`config.mk`:
```
export PLATFORM = sky130hd
export DESIGN_NAME = ext_cache_pipe
export DESIGN_NICKNAME = d
export VERILOG_FILES = /design/src/rtl/xc_pkg.sv /design/src/rtl/xc_tag_ram.sv /design/src/rtl/xc_data_ram.sv /design/src/rtl/ext_cache_pipe.sv
export SDC_FILE = /design/constraint.sdc
export NUM_CORES = 2
export LEC_CHECK = 0
export CAP_MARGIN = 20
export CORE_MARGIN = 5
export CORE_UTILIZATION = 25
export DETAILED_ROUTE_END_ITERATION = 7
export PLACE_DENSITY_LB_ADDON = 0.12
export REMOVE_ABC_BUFFERS = 1
export SLEW_MARGIN = 20
export SYNTH_ARGS = -nofsm -noshare
export SYNTH_HDL_FRONTEND = slang
export SYNTH_SLANG_ARGS = --single-unit
```
`constraint.sdc`:
```
create_clock -name clk -period 10.1 [get_ports clk]
set_clock_uncertainty 0.2 [all_clocks]
set_input_delay 2.02 -clock clk [delete_from_list [all_inputs] [get_ports clk]]
set_output_delay 2.02 -clock clk [all_outputs]
set_load 0.005 [all_outputs]
```
`src/rtl/xc_pkg.sv`:
```
// Package: shared defaults and stage control type for the external cache read path.
// Assumes: consumers derive all widths from their own parameters; these are defaults only.
package xc_pkg;
    localparam int XC_ADDR_W = 16;
    localparam int XC_IDX_W  = 6;
    localparam int XC_DATA_W = 32;

    // Control bits that ride along with each request through the pipeline.
    typedef struct packed {
        logic vld;
        logic hit;
    } xc_ctl_t;
endpackage

```
`src/rtl/xc_tag_ram.sv`:
```
// Module: synchronous tag array with one valid bit per entry.
// What it does: returns the stored tag and valid bit one clock after the index is applied.
// Assumes: one read and one write per clock; a read and a write to the same index in the
// same clock return the old contents. The valid bits clear on reset; the tags do not.
module xc_tag_ram #(
    parameter int IDX_W = 6,
    parameter int TAG_W = 10
) (
    input  logic             clk,
    input  logic             rst_n,
    input  logic [IDX_W-1:0] rd_idx,
    output logic [TAG_W-1:0] rd_tag,
    output logic             rd_vld,
    input  logic             wr_en,
    input  logic [IDX_W-1:0] wr_idx,
    input  logic [TAG_W-1:0] wr_tag
);
    localparam int DEPTH = 1 << IDX_W;

    logic [TAG_W-1:0] tag_mem [DEPTH];
    logic [DEPTH-1:0] vld_mem;

    // Valid bits: cleared by reset, set by a fill.
    always_ff @(posedge clk) begin
        if (!rst_n) vld_mem <= '0;
        else if (wr_en) vld_mem[wr_idx] <= 1'b1;
    end

    // Tag storage: written by a fill, no reset.
    always_ff @(posedge clk) begin
        if (wr_en) tag_mem[wr_idx] <= wr_tag;
    end

    // Registered read port: one clock of access time.
    always_ff @(posedge clk) begin
        if (!rst_n) begin
            rd_vld <= 1'b0;
            rd_tag <= '0;
        end else begin
            rd_vld <= vld_mem[rd_idx];
            rd_tag <= tag_mem[rd_idx];
        end
    end
endmodule

```
`src/rtl/xc_data_ram.sv`:
```
// Module: synchronous data array.
// What it does: returns the stored word one clock after the index is applied.
// Assumes: one read and one write per clock; the contents are undefined until filled,
// and the consumer gates the output with its hit flag.
module xc_data_ram #(
    parameter int IDX_W  = 6,
    parameter int DATA_W = 32
) (
    input  logic              clk,
    input  logic [IDX_W-1:0]  rd_idx,
    output logic [DATA_W-1:0] rd_data,
    input  logic              wr_en,
    input  logic [IDX_W-1:0]  wr_idx,
    input  logic [DATA_W-1:0] wr_data
);
    localparam int DEPTH = 1 << IDX_W;

    logic [DATA_W-1:0] data_mem [DEPTH];

    // Data storage: written by a fill.
    always_ff @(posedge clk) begin
        if (wr_en) data_mem[wr_idx] <= wr_data;
    end

    // Registered read port: one clock of access time.
    always_ff @(posedge clk) begin
        rd_data <= data_mem[rd_idx];
    end
endmodule

```
`src/rtl/ext_cache_pipe.sv`:
```
// Module: five-stage read pipeline for an external tag RAM plus data SRAM cache.
// What it does: stage 1 launches the address, stage 2 reads the tags and compares them,
// stage 3 only carries the results toward the data array, stage 4 reads the data, and
// stage 5 registers the response. The latency is fixed at five clocks, and every request
// gets its own response.
// Assumes: fills are not issued while an earlier request to the same index is still in
// flight. A fill is visible to requests presented from the following clock on.
module ext_cache_pipe #(
    parameter int ADDR_W = xc_pkg::XC_ADDR_W,
    parameter int IDX_W  = xc_pkg::XC_IDX_W,
    parameter int DATA_W = xc_pkg::XC_DATA_W
) (
    input  logic              clk,
    input  logic              rst_n,
    input  logic              req_valid,
    input  logic [ADDR_W-1:0] req_addr,
    input  logic              fill_en,
    input  logic [ADDR_W-1:0] fill_addr,
    input  logic [DATA_W-1:0] fill_data,
    output logic              rsp_valid,
    output logic              rsp_hit,
    output logic [DATA_W-1:0] rsp_data
);
    import xc_pkg::*;

    localparam int TAG_W = ADDR_W - IDX_W;

    // Stage 1: address launch toward the tag RAM.
    logic              s1_vld;
    logic [ADDR_W-1:0] s1_addr;
    // Stage 2: tag lookup and compare.
    logic              s2_vld;
    logic [TAG_W-1:0]  s2_tag;
    logic [IDX_W-1:0]  s2_idx;
    logic [TAG_W-1:0]  tr_tag;
    logic              tr_vld;
    logic              s2_hit;
    // Stage 3: propagation only.
    xc_ctl_t           s3_ctl;
    logic [IDX_W-1:0]  s3_idx;
    // Stage 4: data read.
    xc_ctl_t           s4_ctl;
    logic [DATA_W-1:0] dr_data;

    // Stage 1 register: capture the request and launch its address.
    always_ff @(posedge clk) begin
        if (!rst_n) begin
            s1_vld  <= 1'b0;
            s1_addr <= '0;
        end else begin
            s1_vld  <= req_valid;
            s1_addr <= req_addr;
        end
    end

    xc_tag_ram #(.IDX_W(IDX_W), .TAG_W(TAG_W)) u_tag (
        .clk    (clk),
        .rst_n  (rst_n),
        .rd_idx (s1_addr[IDX_W-1:0]),
        .rd_tag (tr_tag),
        .rd_vld (tr_vld),
        .wr_en  (fill_en),
        .wr_idx (fill_addr[IDX_W-1:0]),
        .wr_tag (fill_addr[ADDR_W-1:IDX_W])
    );

    // Stage 2 register: move the request alongside the tag RAM read.
    always_ff @(posedge clk) begin
        if (!rst_n) begin
            s2_vld <= 1'b0;
            s2_tag <= '0;
            s2_idx <= '0;
        end else begin
            s2_vld <= s1_vld;
            s2_tag <= s1_addr[ADDR_W-1:IDX_W];
            s2_idx <= s1_addr[IDX_W-1:0];
        end
    end

    // Tag compare at the end of stage 2.
    always_comb begin
        s2_hit = tr_vld && (tr_tag == s2_tag);
    end

    // Stage 3 register: carry the hit flag and the data index across; no logic here.
    always_ff @(posedge clk) begin
        if (!rst_n) begin
            s3_ctl <= '0;
            s3_idx <= '0;
        end else begin
            s3_ctl.vld <= s2_vld;
            s3_ctl.hit <= s2_vld && s2_hit;
            s3_idx     <= s2_idx;
        end
    end

    xc_data_ram #(.IDX_W(IDX_W), .DATA_W(DATA_W)) u_data (
        .clk     (clk),
        .rd_idx  (s3_idx),
        .rd_data (dr_data),
        .wr_en   (fill_en),
        .wr_idx  (fill_addr[IDX_W-1:0]),
        .wr_data (fill_data)
    );

    // Stage 4 register: control travels beside the data array read.
    always_ff @(posedge clk) begin
        if (!rst_n) s4_ctl <= '0;
        else        s4_ctl <= s3_ctl;
    end

    // Stage 5 register: drive the response; the data is forced to zero unless it is a valid hit.
    always_ff @(posedge clk) begin
        if (!rst_n) begin
            rsp_valid <= 1'b0;
            rsp_hit   <= 1'b0;
            rsp_data  <= '0;
        end else begin
            rsp_valid <= s4_ctl.vld;
            rsp_hit   <= s4_ctl.vld && s4_ctl.hit;
            rsp_data  <= (s4_ctl.vld && s4_ctl.hit) ? dr_data : '0;
        end
    end
endmodule

```
==> results.yml <==
setup_path:
  worst_path_dominant_cell_family: "simple AND/OR/NAND/NOR gates"
  critical_path_buf_inv_count: 2
  cp_slowest_cell: "sky130_fd_sc_hd__nor2_4"
  reg2regPathDepth: 7
  critical_path_required_ps: 10440
  worst_setup_path_start_kind: "primary input"
  cp_cell_sequence: "clkdlybuf4s50_1 -> nor2b_1 -> nand3_2 -> nor2_4 -> buf_4"
  rr_endpoint: "u_data.rd_data[23]$_DFF_P_"
  critical-path-max-stage-delay_ps: 960
  worst_path_max_fanout: 24
  reg2reg_from: "s3_idx[1]$_SDFF_PN0_"
  end_kind: "flip-flop"
  critPathArrivalTime_ps: 5260
  r2r_slack_ps: 5730
  timing_worst_setup_path_type: "primary input to flip-flop"
cells_and_area:
  layout.cell_area.non_filler_sq_um: 127400
  mostFrequentLayoutCells: "sky130_fd_sc_hd__edfxtp_1, sky130_fd_sc_hd__mux4_2, sky130_fd_sc_hd__clkbuf_16"
  final_common_cell: "sky130_fd_sc_hd__edfxtp_1"
  num-nets-final: 5197
  share_of_cells_above_drive_strength_1_pct: 27.53
  area.growth.synth_to_final_pct: 18.33
  utilization_pct: 29.64
  finish.cell_count_without_fillers: 11150
global_route:
  maximum_number_of_pins_on_one_net_before_global_route_repair: 88
  via_count_of_the_first_global_routing_pass: 52800
  gr-total-overflow: 0
  grt_first_pass_wirelength_um: 488400
  initial_antenna_violation_count: 44
  track_usage_pct: 16.00
clock_network:
  post-cts-setup-buffers: 0
  clock-sinks: 2873
  clock_path_buffers: 4
  cts_inserted_buffers: 338
  insertion_delay_ps: 930
  cts_root_buffer: "sky130_fd_sc_hd__clkbuf_16"
  cts.clk_slew.worst_paths_ps: 60
  cts_tree: "built"
  post_cts_hold_buffers: 0
  cts-htree-levels: 5
  post_cts.resized_instances: 0
sta:
  final_max_slew_viol_count: 0
  fmax_ghz: 0.2031
  worst_pin_slew_ps: 1198
  min_period_over_period_pct: 48.74
  maxSlewHeadroom_pct: 17.88
  finalSetupViolCount: 0
  fin_worst_hold_slack_ps: 210.3
  grt_setup_unrepaired: "no"
  finalHoldViolations: 0
  min_period_ps: 4923
drt:
  wirelength_um: 363400
  dr.first_iter.drc_count: 4837
  detail-route-antenna-nets: 0
  route.detailed.vias_per_inst: 4.609
  drt-pass1-iter-count: 7
  routedWlPerCell_um: 32.59
  vias: 51390
  drc: 0
yosys:
  synth_compound_gate_area_share_pct: 2.706
  post_synth_and_or_nand_nor_area_fraction_pct: 1.667
  async_reset_ff_share_pct: 0
  synth.distinct_cells: 58
  mux_cell_area_share_after_synthesis_pct: 15.81
  synth_edf_count: 2688
  mappedNetlistArea_sq_um: 107700
  synth_top_family_by_area: "multiplexers"
  synth.yosys.seq_area_share_pct: 78.39
  synth_fa_ha_area_share_pct: 0
  postSynth.topFlopCell: "sky130_fd_sc_hd__edfxtp_1"
  synth.ff_latch_count: 2873
  synth_cells: 4777
  count_of_synthesis_stage_warnings_from_yosys: 0
  synth.avg_cell_area_sq_um: 22.54
  synth_xor_xnor_area_share_pct: 0.08133
power:
  p_total_mw: 26.41
  standby_leakage_power_nw: 38.01
  p_per_area_nw_per_um2: 207.3
  power.ir.vdd_worst_mv: 0.1308
min_path:
  min-delay-path-class: "flip-flop to flip-flop"
  end_of_the_worst_hold_path: "s2_tag[9]$_SDFF_PN0_"
  worst_hold_path.num_cells: 1
  worstHoldStart: "s1_addr[15]$_SDFF_PN0_"
placed_design:
  finalWeightedCongestion: 0.7562
  detailedPlacementHpwl_um: 223900
  placedInstanceArea_sq_um: 116300
  numPlacedInstances: 10500
  io_buffer_count: 101
floorplan:
  chipHeight_um: 666.3
  initial_core_utilization_pct: 25.05
  placementRows: 241
  die_x_um: 666.3
  design.die.area_sq_um: 444000
  io-pin-count: 102
  core-area_sq_um: 430000
status:
  status: "finished clean"
run:
  max_cap_viol_count: 0
## routing by layer
layer	vias up	share of wire, %	track usage [%]
met5	-	0.0036	0
met4	2	1.5	2.565
met3	341	5.2	2.589
met2	1448	48	26.17
met1	28640	45	22.81
li1	20970	-	-
## how the worst max path moves through the flow
| stage | start | end | slack [ps] | cells after the start |
|---|---|---|---|---|
| floorplan | s3_idx[0]$_SDFF_PN0_ | u_data.rd_data[25]$_DFF_P_ | -9860 | 5 |
| global placement | rst_n | u_tag.rd_tag[4]$_SDFF_PN0_ | 2930 | 5 |
| detailed placement | fill_en | u_data.data_mem[29][8]$_DFFE_PP_ | 4170 | 5 |
| CTS | fill_en | u_data.data_mem[29][3]$_DFFE_PP_ | 5180 | 5 |
| global route | fill_en | u_data.data_mem[29][3]$_DFFE_PP_ | 5120 | 5 |
| finish | fill_en | u_data.data_mem[29][3]$_DFFE_PP_ | 5180 | 5 |
## registers in the layout, indices dropped and copies added, names as in the netlist
signal	flops
s3_ctl	2
u_data.data_mem	2048
u_tag.vld_mem	64
u_tag.rd_vld	1
u_tag.rd_tag	10
u_data.rd_data	32
s4_ctl	2
u_tag.tag_mem	640
s3_idx	6
rsp_valid	1
s2_idx	6
s2_vld	1
s1_addr	16
rsp_data	32
s1_vld	1
rsp_hit	1
s2_tag	10
## logic make-up after synthesis
group	Yosys count
xor gates and xnor gates	10
buffers and inverters	261
AOI/OAI and AO/OA	425
and+or+nand+nor	366
DFF	2873
muxes	842
## Yosys cell counts, types with 8 or more instances
library cell,number,area share (%)
sky130_fd_sc_hd__a211oi_1,10,0.070
sky130_fd_sc_hd__a21oi_1,56,0.26
sky130_fd_sc_hd__a221oi_1,52,0.42
sky130_fd_sc_hd__a22oi_1,19,0.13
sky130_fd_sc_hd__and2_1,79,0.46
sky130_fd_sc_hd__buf_1,8,0.028
sky130_fd_sc_hd__buf_2,101,0.47
sky130_fd_sc_hd__buf_4,41,0.29
sky130_fd_sc_hd__buf_6,18,0.19
sky130_fd_sc_hd__clkbuf_1,87,0.30
sky130_fd_sc_hd__dfxtp_1,185,3.4
sky130_fd_sc_hd__edfxtp_1,2688,75
sky130_fd_sc_hd__mux2_2,19,0.20
sky130_fd_sc_hd__mux2i_1,138,1.3
sky130_fd_sc_hd__mux4_2,680,14
sky130_fd_sc_hd__nand2_1,47,0.16
sky130_fd_sc_hd__nand2b_1,18,0.10
sky130_fd_sc_hd__nand3_1,14,0.065
sky130_fd_sc_hd__nand3b_1,8,0.056
sky130_fd_sc_hd__nor2_1,144,0.50
sky130_fd_sc_hd__nor2b_1,15,0.087
sky130_fd_sc_hd__nor3_1,19,0.088
sky130_fd_sc_hd__o21a_1,64,0.45
sky130_fd_sc_hd__o21ai_0,18,0.084
sky130_fd_sc_hd__o21ai_1,58,0.27
sky130_fd_sc_hd__o221ai_1,32,0.26
sky130_fd_sc_hd__o22ai_1,83,0.48
## power breakdown
group | switching (mW) | total, mW | internal [mW]
Combinational | 0.722 | 1.00 | 0.282
Clock | 4.96 | 12.2 | 7.28
Sequential | 0.0607 | 13.2 | 13.1
## cell type report
class                   instances  area (sq um)
clock buffers                 440          9163
repair buffers                272          2295
fillers                     41860        302600
inverters                       1         3.754
diodes                         27         67.56
well taps                    5710          7144
clock inverters               184          1903
flip-flops and latches       2873         84450
multi-input cells            1643         22400
## per-stage QoR
step                worst slack [ps]  TNS (ps)
detailed placement              4173         0
global placement                2929         0
CTS                             5179         0
floorplan                      -9862   -303490
finish                          5177         0
global route                    5122         0
No activity file was read; power rests on OpenSTA's default activity.
